==> src/rtl/updown_timer_pkg.sv <==
package updown_timer_pkg;

  typedef enum logic [1:0] {
    MODE_UP    = 2'd0,
    MODE_DOWN  = 2'd1,
    MODE_HOLD2 = 2'd2,
    MODE_HOLD3 = 2'd3
  } cnt_mode_e;

  localparam logic [7:0] OFS_CTRL = 8'h00;
  localparam logic [7:0] OFS_CMD  = 8'h04;
  localparam logic [7:0] OFS_IEN  = 8'h0C;
  localparam logic [7:0] OFS_FLG  = 8'h10;
  localparam logic [7:0] OFS_FSET = 8'h14;
  localparam logic [7:0] OFS_FCLR = 8'h18;
  localparam logic [7:0] OFS_CNT  = 8'h24;

  localparam int unsigned NUM_FLAGS = 2;
  localparam int unsigned FLG_OVF   = 0;
  localparam int unsigned FLG_UNF   = 1;

endpackage

==> src/rtl/updown_timer_presc.sv <==
module updown_timer_presc #(
  parameter int unsigned EXP_W   = 8,
  parameter int unsigned EXP_MAX = 10,
  localparam int unsigned DIV_W  = (EXP_MAX > 0) ? EXP_MAX : 1
) (
  input  logic             clk_i,
  input  logic             rst_ni,
  input  logic             run_i,
  input  logic             clr_i,
  input  logic [EXP_W-1:0] exp_i,
  output logic             tick_o
);

  logic [DIV_W-1:0] div_q, mask;
  logic [EXP_W-1:0] exp_sat;

  assign exp_sat = (exp_i > EXP_W'(EXP_MAX)) ? EXP_W'(EXP_MAX) : exp_i;

  for (genvar i = 0; i < DIV_W; i++) begin : g_mask
    assign mask[i] = (exp_sat > EXP_W'(i));
  end

  assign tick_o = run_i && ((div_q & mask) == mask);

  always_ff @(posedge clk_i or negedge rst_ni) begin
    if (!rst_ni)    div_q <= '0;
    else if (clr_i) div_q <= '0;
    else if (run_i) div_q <= div_q + DIV_W'(1);
  end

  AST_DIV_CLEARED: assert property (@(posedge clk_i) disable iff (!rst_ni)
    clr_i |=> div_q == '0) else $error("divider not cleared");

  AST_TICK_SPACED: assert property (@(posedge clk_i) disable iff (!rst_ni)
    tick_o && (exp_sat != '0) && !clr_i |=> !tick_o) else $error("back-to-back ticks");

endmodule

==> src/rtl/updown_timer_counter.sv <==
module updown_timer_counter
  import updown_timer_pkg::*;
#(
  parameter int unsigned CNT_W = 32
) (
  input  logic             clk_i,
  input  logic             rst_ni,
  input  logic             tick_i,
  input  cnt_mode_e        mode_i,
  input  logic             load_i,
  input  logic [CNT_W-1:0] load_val_i,
  output logic [CNT_W-1:0] cnt_o,
  output logic             ovf_o,
  output logic             unf_o
);

  logic [CNT_W-1:0] cnt_q, cnt_d;
  logic             step_up, step_dn;

  assign step_up = tick_i && !load_i && (mode_i == MODE_UP);
  assign step_dn = tick_i && !load_i && (mode_i == MODE_DOWN);
  assign ovf_o   = step_up && (cnt_q == '1);
  assign unf_o   = step_dn && (cnt_q == '0);

  always_comb begin
    cnt_d = cnt_q;
    if (load_i)       cnt_d = load_val_i;
    else if (step_up) cnt_d = cnt_q + CNT_W'(1);
    else if (step_dn) cnt_d = cnt_q - CNT_W'(1);
  end

  always_ff @(posedge clk_i or negedge rst_ni) begin
    if (!rst_ni) cnt_q <= '0;
    else         cnt_q <= cnt_d;
  end

  assign cnt_o = cnt_q;

  AST_WRAP_UP: assert property (@(posedge clk_i) disable iff (!rst_ni)
    ovf_o |=> cnt_q == '0) else $error("overflow wrap");

  AST_WRAP_DN: assert property (@(posedge clk_i) disable iff (!rst_ni)
    unf_o |=> cnt_q == '1) else $error("underflow wrap");

  AST_LOAD_TAKEN: assert property (@(posedge clk_i) disable iff (!rst_ni)
    load_i |=> cnt_q == $past(load_val_i)) else $error("preload lost");

  AST_IDLE_HOLD: assert property (@(posedge clk_i) disable iff (!rst_ni)
    !tick_i && !load_i |=> $stable(cnt_q)) else $error("counter moved while idle");

endmodule

==> src/rtl/updown_timer_flags.sv <==
module updown_timer_flags #(
  parameter int unsigned NFLAG = 2
) (
  input  logic             clk_i,
  input  logic             rst_ni,
  input  logic [NFLAG-1:0] hw_set_i,
  input  logic             set_we_i,
  input  logic             clr_we_i,
  input  logic             ien_we_i,
  input  logic [NFLAG-1:0] wbits_i,
  output logic [NFLAG-1:0] flags_o,
  output logic [NFLAG-1:0] ien_o,
  output logic             irq_o
);

  logic [NFLAG-1:0] flg_q, ien_q;

  for (genvar i = 0; i < NFLAG; i++) begin : g_flag
    logic nxt;
    always_comb begin
      nxt = flg_q[i];
      if (set_we_i && wbits_i[i]) nxt = 1'b1;
      if (clr_we_i && wbits_i[i]) nxt = 1'b0;
      if (hw_set_i[i])            nxt = 1'b1;
    end
    always_ff @(posedge clk_i or negedge rst_ni) begin
      if (!rst_ni) flg_q[i] <= 1'b0;
      else         flg_q[i] <= nxt;
    end

    AST_FLAG_CLEARED: assert property (@(posedge clk_i) disable iff (!rst_ni)
      clr_we_i && wbits_i[i] && !hw_set_i[i] |=> !flg_q[i]) else $error("clear lost");

    AST_HW_SET_WINS: assert property (@(posedge clk_i) disable iff (!rst_ni)
      hw_set_i[i] |=> flg_q[i]) else $error("event flag lost");
  end

  always_ff @(posedge clk_i or negedge rst_ni) begin
    if (!rst_ni)       ien_q <= '0;
    else if (ien_we_i) ien_q <= wbits_i;
  end

  assign flags_o = flg_q;
  assign ien_o   = ien_q;
  assign irq_o   = |(flg_q & ien_q);

endmodule

==> src/rtl/updown_timer.sv <==
module updown_timer
  import updown_timer_pkg::*;
#(
  parameter int unsigned ADDR_W  = 8,
  parameter int unsigned DATA_W  = 32,
  parameter int unsigned EXP_MAX = 10,
  localparam int unsigned EXP_W  = 8,
  localparam int unsigned EXP_LSB = DATA_W - EXP_W
) (
  input  logic              clk_i,
  input  logic              rst_ni,
  input  logic              bus_sel_i,
  input  logic              bus_we_i,
  input  logic [ADDR_W-1:0] bus_addr_i,
  input  logic [DATA_W-1:0] bus_wdata_i,
  output logic [DATA_W-1:0] bus_rdata_o,
  output logic              irq_o
);

  logic wr, rd;
  logic hit_ctrl, hit_cmd, hit_ien, hit_flg, hit_fset, hit_fclr, hit_cnt;
  logic start, stop;
  logic [DATA_W-1:0] ctrl_q, cnt;
  logic run_q, tick, ovf, unf;
  logic [NUM_FLAGS-1:0] flags, ien, hw_set;
  cnt_mode_e mode;

  assign wr = bus_sel_i && bus_we_i;
  assign rd = bus_sel_i && !bus_we_i;

  assign hit_ctrl = (bus_addr_i == ADDR_W'(OFS_CTRL));
  assign hit_cmd  = (bus_addr_i == ADDR_W'(OFS_CMD));
  assign hit_ien  = (bus_addr_i == ADDR_W'(OFS_IEN));
  assign hit_flg  = (bus_addr_i == ADDR_W'(OFS_FLG));
  assign hit_fset = (bus_addr_i == ADDR_W'(OFS_FSET));
  assign hit_fclr = (bus_addr_i == ADDR_W'(OFS_FCLR));
  assign hit_cnt  = (bus_addr_i == ADDR_W'(OFS_CNT));

  // start has priority when both command bits are set
  assign start = wr && hit_cmd && bus_wdata_i[0];
  assign stop  = wr && hit_cmd && bus_wdata_i[1] && !bus_wdata_i[0];

  always_ff @(posedge clk_i or negedge rst_ni) begin
    if (!rst_ni) begin
      ctrl_q <= '0;
      run_q  <= 1'b0;
    end else begin
      if (wr && hit_ctrl) ctrl_q <= bus_wdata_i;
      if (start)          run_q  <= 1'b1;
      else if (stop)      run_q  <= 1'b0;
    end
  end

  assign mode = cnt_mode_e'(ctrl_q[1:0]);

  updown_timer_presc #(
    .EXP_W  (EXP_W),
    .EXP_MAX(EXP_MAX)
  ) i_presc (
    .clk_i (clk_i),
    .rst_ni(rst_ni),
    .run_i (run_q),
    .clr_i (start || (wr && hit_ctrl)),
    .exp_i (ctrl_q[DATA_W-1:EXP_LSB]),
    .tick_o(tick)
  );

  updown_timer_counter #(
    .CNT_W(DATA_W)
  ) i_counter (
    .clk_i     (clk_i),
    .rst_ni    (rst_ni),
    .tick_i    (tick),
    .mode_i    (mode),
    .load_i    (wr && hit_cnt),
    .load_val_i(bus_wdata_i),
    .cnt_o     (cnt),
    .ovf_o     (ovf),
    .unf_o     (unf)
  );

  always_comb begin
    hw_set          = '0;
    hw_set[FLG_OVF] = ovf;
    hw_set[FLG_UNF] = unf;
  end

  updown_timer_flags #(
    .NFLAG(NUM_FLAGS)
  ) i_flags (
    .clk_i   (clk_i),
    .rst_ni  (rst_ni),
    .hw_set_i(hw_set),
    .set_we_i(wr && hit_fset),
    .clr_we_i(wr && hit_fclr),
    .ien_we_i(wr && hit_ien),
    .wbits_i (bus_wdata_i[NUM_FLAGS-1:0]),
    .flags_o (flags),
    .ien_o   (ien),
    .irq_o   (irq_o)
  );

  always_comb begin
    bus_rdata_o = '0;
    if (rd) begin
      if (hit_ctrl)     bus_rdata_o = ctrl_q;
      else if (hit_ien) bus_rdata_o = DATA_W'(ien);
      else if (hit_flg) bus_rdata_o = DATA_W'(flags);
      else if (hit_cnt) bus_rdata_o = cnt;
    end
  end

  AST_START_RUNS: assert property (@(posedge clk_i) disable iff (!rst_ni)
    start |=> run_q) else $error("start ignored");

  AST_STOP_HALTS: assert property (@(posedge clk_i) disable iff (!rst_ni)
    stop |=> !run_q) else $error("stop ignored");

  AST_NO_STEP_STOPPED: assert property (@(posedge clk_i) disable iff (!rst_ni)
    !run_q |-> !tick) else $error("tick while stopped");

  AST_CMD_READS_ZERO: assert property (@(posedge clk_i) disable iff (!rst_ni)
    rd && (hit_cmd || hit_fset || hit_fclr) |-> bus_rdata_o == '0) else $error("alias read");

endmodule

==> config.mk <==
export PLATFORM = sky130hd
export DESIGN_NAME = updown_timer
export DESIGN_NICKNAME = d
export VERILOG_FILES = /design/src/rtl/updown_timer_pkg.sv /design/src/rtl/updown_timer_presc.sv /design/src/rtl/updown_timer_counter.sv /design/src/rtl/updown_timer_flags.sv /design/src/rtl/updown_timer.sv
export SDC_FILE = /design/constraint.sdc
export NUM_CORES = 1
export LEC_CHECK = 0
export BUFFER_PORTS_ARGS = -buffer_cell sky130_fd_sc_hd__clkbuf_2
export CORE_UTILIZATION = 50
export CTS_CLUSTER_DIAMETER = 60
export CTS_CLUSTER_SIZE = 14
export DETAILED_ROUTE_END_ITERATION = 8
export HOLD_SLACK_MARGIN = 0.12
export PLACE_DENSITY = 0.75
export SLEW_MARGIN = 20
export SYNTH_ARGS = -nofsm -noshare
export SYNTH_HDL_FRONTEND = slang
export SYNTH_SLANG_ARGS = --single-unit
export TNS_END_PERCENT = 20
==> constraint.sdc <==
create_clock -name clk_i -period 5 [get_ports clk_i]
set_input_delay 1.25 -clock clk_i [delete_from_list [all_inputs] [get_ports clk_i]]
set_output_delay 1.25 -clock clk_i [all_outputs]
set_load 0.05 [all_outputs]
==> impl_summary.log <==
INFO  metric synth.area.top_cells = dfrtp_1, ha_1, mux2_2
INFO  metric timing_hold_violations_final = 0
INFO  metric holdCritStartpoint = ctrl_q[18]
INFO  metric ys_dominant_reg_cell = dfrtp_1
INFO  metric globalplace.congestion = 0.941
INFO  metric timing_max_transition_violations_final = 0
INFO  metric clock_sinks = 79
INFO  metric port_buffer_count = 76
INFO  metric timing.fmax = 211 MHz
INFO  metric crit_fanout = 16
INFO  metric yosys.area.top_type_share = 35.6%
INFO  metric critical_path.endpoint_type = register
INFO  metric synthesis.area = 5550 um^2
INFO  metric rsz0062_at_grt = false
INFO  metric total_of_endpoints_with_negative_setup_slack_in_the_final_report = 0
INFO  metric setup.worst_path.end = i_counter.cnt_o[28]
INFO  metric dpl.hpwl = 11.5 mm
INFO  metric status = completed
INFO  metric synth_largest_area_cell = dfrtp_1
INFO  metric final_net_count = 806
INFO  metric die-area = 11500 um^2
INFO  metric detail-route-antenna-nets = 0
INFO  metric drc_errors = 0
INFO  metric first_global_vias = 5232
INFO  metric die_w = 107 um
INFO  metric clk_pin_slew_worst_setup_hold_paths = 0.08 ns
INFO  metric cp.required = 5.30 ns
INFO  metric postCtsHoldBufs = 0
INFO  metric num_antenna_cells = 0
INFO  metric syn_avg_cell_area = 9.17 um^2
INFO  metric post_route_cells_drive_above_1_share = 29.0%
INFO  metric timing.critical_path.from_type = input pin
INFO  metric dr.first_iter.drc_count = 361
INFO  metric timing.critical_path.cells = clkbuf_2 > or4b_4 > nor3_4 > a2111oi_1 > or4b_4 > nor2_4 > clkinvlp_4 > buf_12 > buf_4 > ha_1 > a21o_1 > a21o_1 > a211o_1 > nor4b_4 > o211ai_1 > nand4_1 > mux2_2 > o21ai_1
INFO  metric netlist-cell-type-count = 59
INFO  metric grt-ovfl-total = 0
INFO  metric sequential_cell_area_fraction_in_the_yosys_report = 35.6%
INFO  metric wire_length_of_the_first_global_routing_pass = 25.7 mm
INFO  metric die_height = 107 um
INFO  metric timing.critical_path.slowest_cell_delay = 0.55 ns
INFO  metric core_area = 10800 um^2
INFO  metric post_synth_edffs = 0
INFO  metric final_core_utilization = 62.7%
INFO  metric mappedNetlistNets = 682
INFO  metric startpoint_of_the_worst_slack_reg_to_reg_timing_path = ctrl_q[31]
INFO  metric root_buffer = clkbuf_8
INFO  metric worst_pin_slew = 0.754 ns
INFO  metric fin_ws = 0.263 ns
INFO  metric largest_net_degree_at_the_start_of_global_routing = 80
INFO  metric htree_levels = 3
INFO  metric cts_made_buffers = 9
INFO  metric postSynthCellCount = 605
INFO  metric clk-insertion-delay-late = 0.38 ns
INFO  metric worst_voltage_drop_across_the_vdd_grid = 276 uV
INFO  metric power-per-cell-area = 561 nW/um^2
INFO  metric std_cell_rows = 38
INFO  metric routed-via-count = 5369
INFO  metric regToRegSetupSlack = 0.32 ns
INFO  metric layout.filler_cells = 944
INFO  metric postSynthRegisterBits = 79
INFO  metric tritoncts = built
INFO  metric antenna_found_initial = 0
INFO  metric routed_wire_length_per_instance = 17.8 um
INFO  metric timing.critical_path.from = bus_addr_i[5]
INFO  metric relSlewSlack = 49.7%
INFO  metric start_to_end_type_of_the_worst_setup_path = in2reg
INFO  metric initial_core_utilization = 51.2%
INFO  metric hold_path_class = reg2reg
INFO  metric timing.critical_path.slowest_stage_cell = or4b_4
INFO  metric detail_route.vias_per_cell = 6.14
INFO  metric drt_first_pass_iters = 5
INFO  metric ff2ff_path_depth = 17
INFO  metric worstPathArrival = 5.04 ns
INFO  metric worst_clock_skew = 0.0162 ns
INFO  metric synth.yosys.warnings = 0
INFO  metric place_ws = -0.131 ns
INFO  metric finalCriticalPeriod = 4.74 ns
INFO  metric num_io_pins = 77
INFO  metric grtUsageTotal = 28.4%
INFO  metric timing.rr.end = i_counter.cnt_o[28]
INFO  metric maxCapViolCount = 0
INFO  metric p_leak = 0.00315 uW
INFO  metric clk_path_buf_depth = 2
INFO  metric routed_wirelength = 15.6 mm
INFO  metric fin_crit_sh = 94.7%
INFO  metric synth_async_sr_flop_share = 100%
INFO  metric area.growth.synth_to_final = 22.5%
==> area by class of cell <==
cell class | instances | area, um^2 | area share [%]
clock inverter | 6 | 83.8 | 1.23
tap | 140 | 175 | 2.58
inverter | 11 | 45.0 | 0.662
clock buffer | 10 | 138 | 2.02
timing repair buffer | 143 | 902 | 13.3
sequential | 79 | 1980 | 29.1
multi-input combinational | 485 | 3480 | 51.2
==> power breakdown <==
| part | internal (uW) | total [uW] | switching [uW] | leakage (uW) |
|---|---|---|---|---|
| sequential | 781 | 998 | 217 | 0.00104 |
| clock | 293 | 547 | 254 | 0.000116 |
| combinational | 1130 | 2270 | 1140 | 0.00200 |
| total | 2210 | 3820 | 1610 | 0.00315 |
==> per-stage QoR <==
step                hold slack, ns  std cells  setup TNS [ns]  cell area, um^2  power, uW
finish                       0.515        874               0             6800       3820
global route                 0.527        874               0             6800       4120
CTS                          0.513        874               0             6790       3800
detailed placement           0.494        858          -0.652             6570       3230
global placement             0.487        858               0             6570       3180
floorplan                    0.480        605           -1.69             5620       2430
==> how the worst min path moves through the flow <==
| stage | end | slack, ns | depth (start not counted) |
|---|---|---|---|
| CTS | ctrl_q[4] | 0.51 | 1 |
| detailed placement | ctrl_q[4] | 0.49 | 1 |
| global route | ctrl_q[19] | 0.53 | 1 |
| floorplan | ctrl_q[10] | 0.48 | 1 |
| finish | ctrl_q[18] | 0.52 | 1 |
| global placement | ctrl_q[15] | 0.49 | 1 |
==> synthesized netlist by cell type (all sizes together) (3+ instances only) <==
| cell type | count |
|---|---|
| nor2 | 68 |
| xnor2 | 15 |
| nand4 | 19 |
| dfrtp | 79 |
| mux2 | 35 |
| nand3 | 14 |
| nor3 | 8 |
| o21bai | 3 |
| inv | 11 |
| nor4 | 12 |
| clkbuf | 26 |
| o21ai | 35 |
| a21oi | 39 |
| nand2 | 33 |
| nand2b | 7 |
| buf | 4 |
| a21o | 15 |
| o211ai | 7 |
| o31ai | 5 |
| a221o | 8 |
| a222oi | 3 |
| a211oi | 6 |
| ha | 32 |
| nor3b | 5 |
| xor2 | 17 |
| a22oi | 51 |
| a31oi | 8 |
| nor2b | 4 |
| or4b | 4 |
==> flip-flops by register name, indices dropped and copies added (netlist names) <==
name             flops
i_flags.flags_o      2
i_counter.cnt_o     32
i_flags.ien_o        2
run_q                1
i_presc.div_q       10
ctrl_q              32
==> cell families (layout without fill, tap and decap cells) <==
family,after synthesis,after routing,share of synthesized area [%]
and+or+nand+nor,186,186,17.1
adders and majority gates,33,33,7.58
xor gates and xnor gates,32,32,5.05
buffers and inverters,41,170,3.09
muxes,36,36,7.28
DFF,79,79,35.6
AOI/OAI and AO/OA,198,198,24.3
==> repair_timing <==
item | 4_1_cts | 5_1_grt
resized for setup | 0 | 3
endpoints found under the setup margin | 0 | 7
buffers inserted | 0 | 0
==> layer usage <==
metal / part of all wire [%] / GRT usage (%) / routed length (um)
met4: 1.8 / 9.69 / 274
met1: 45 / 37.2 / 7050
met2: 48 / 47.9 / 7410
met5: 0 / 0 / 0
met3: 5.3 / 3.81 / 821
==> worst max-delay path, delay by kind of cell <==
| kind | cells | cell delay [ns] |
|---|---|---|
| simple gates | 6 | 1.42 |
| fa+ha+maj | 1 | 0.19 |
| compound gates | 6 | 1.26 |
| mux | 1 | 0.34 |
| buf+inv | 4 | 0.57 |
==> layout by cell type, fill, tap and decap left out, types with 7 or more instances in the layout <==
master / count
clkbuf_8: 10
nor4_1: 11
nor2_1: 66
nand3_1: 14
a31oi_1: 8
a221o_1: 8
nor3_1: 7
nand2b_1: 7
ha_1: 30
dfrtp_1: 79
nand2_1: 33
o211ai_1: 7
inv_1: 10
clkbuf_2: 75
nand4_1: 19
a21oi_1: 38
xnor2_1: 15
mux2_2: 35
a22oi_1: 51
buf_4: 66
a21o_1: 15
xor2_1: 17
o21ai_0: 31
Note: power is estimated with default switching activity, not from simulation.
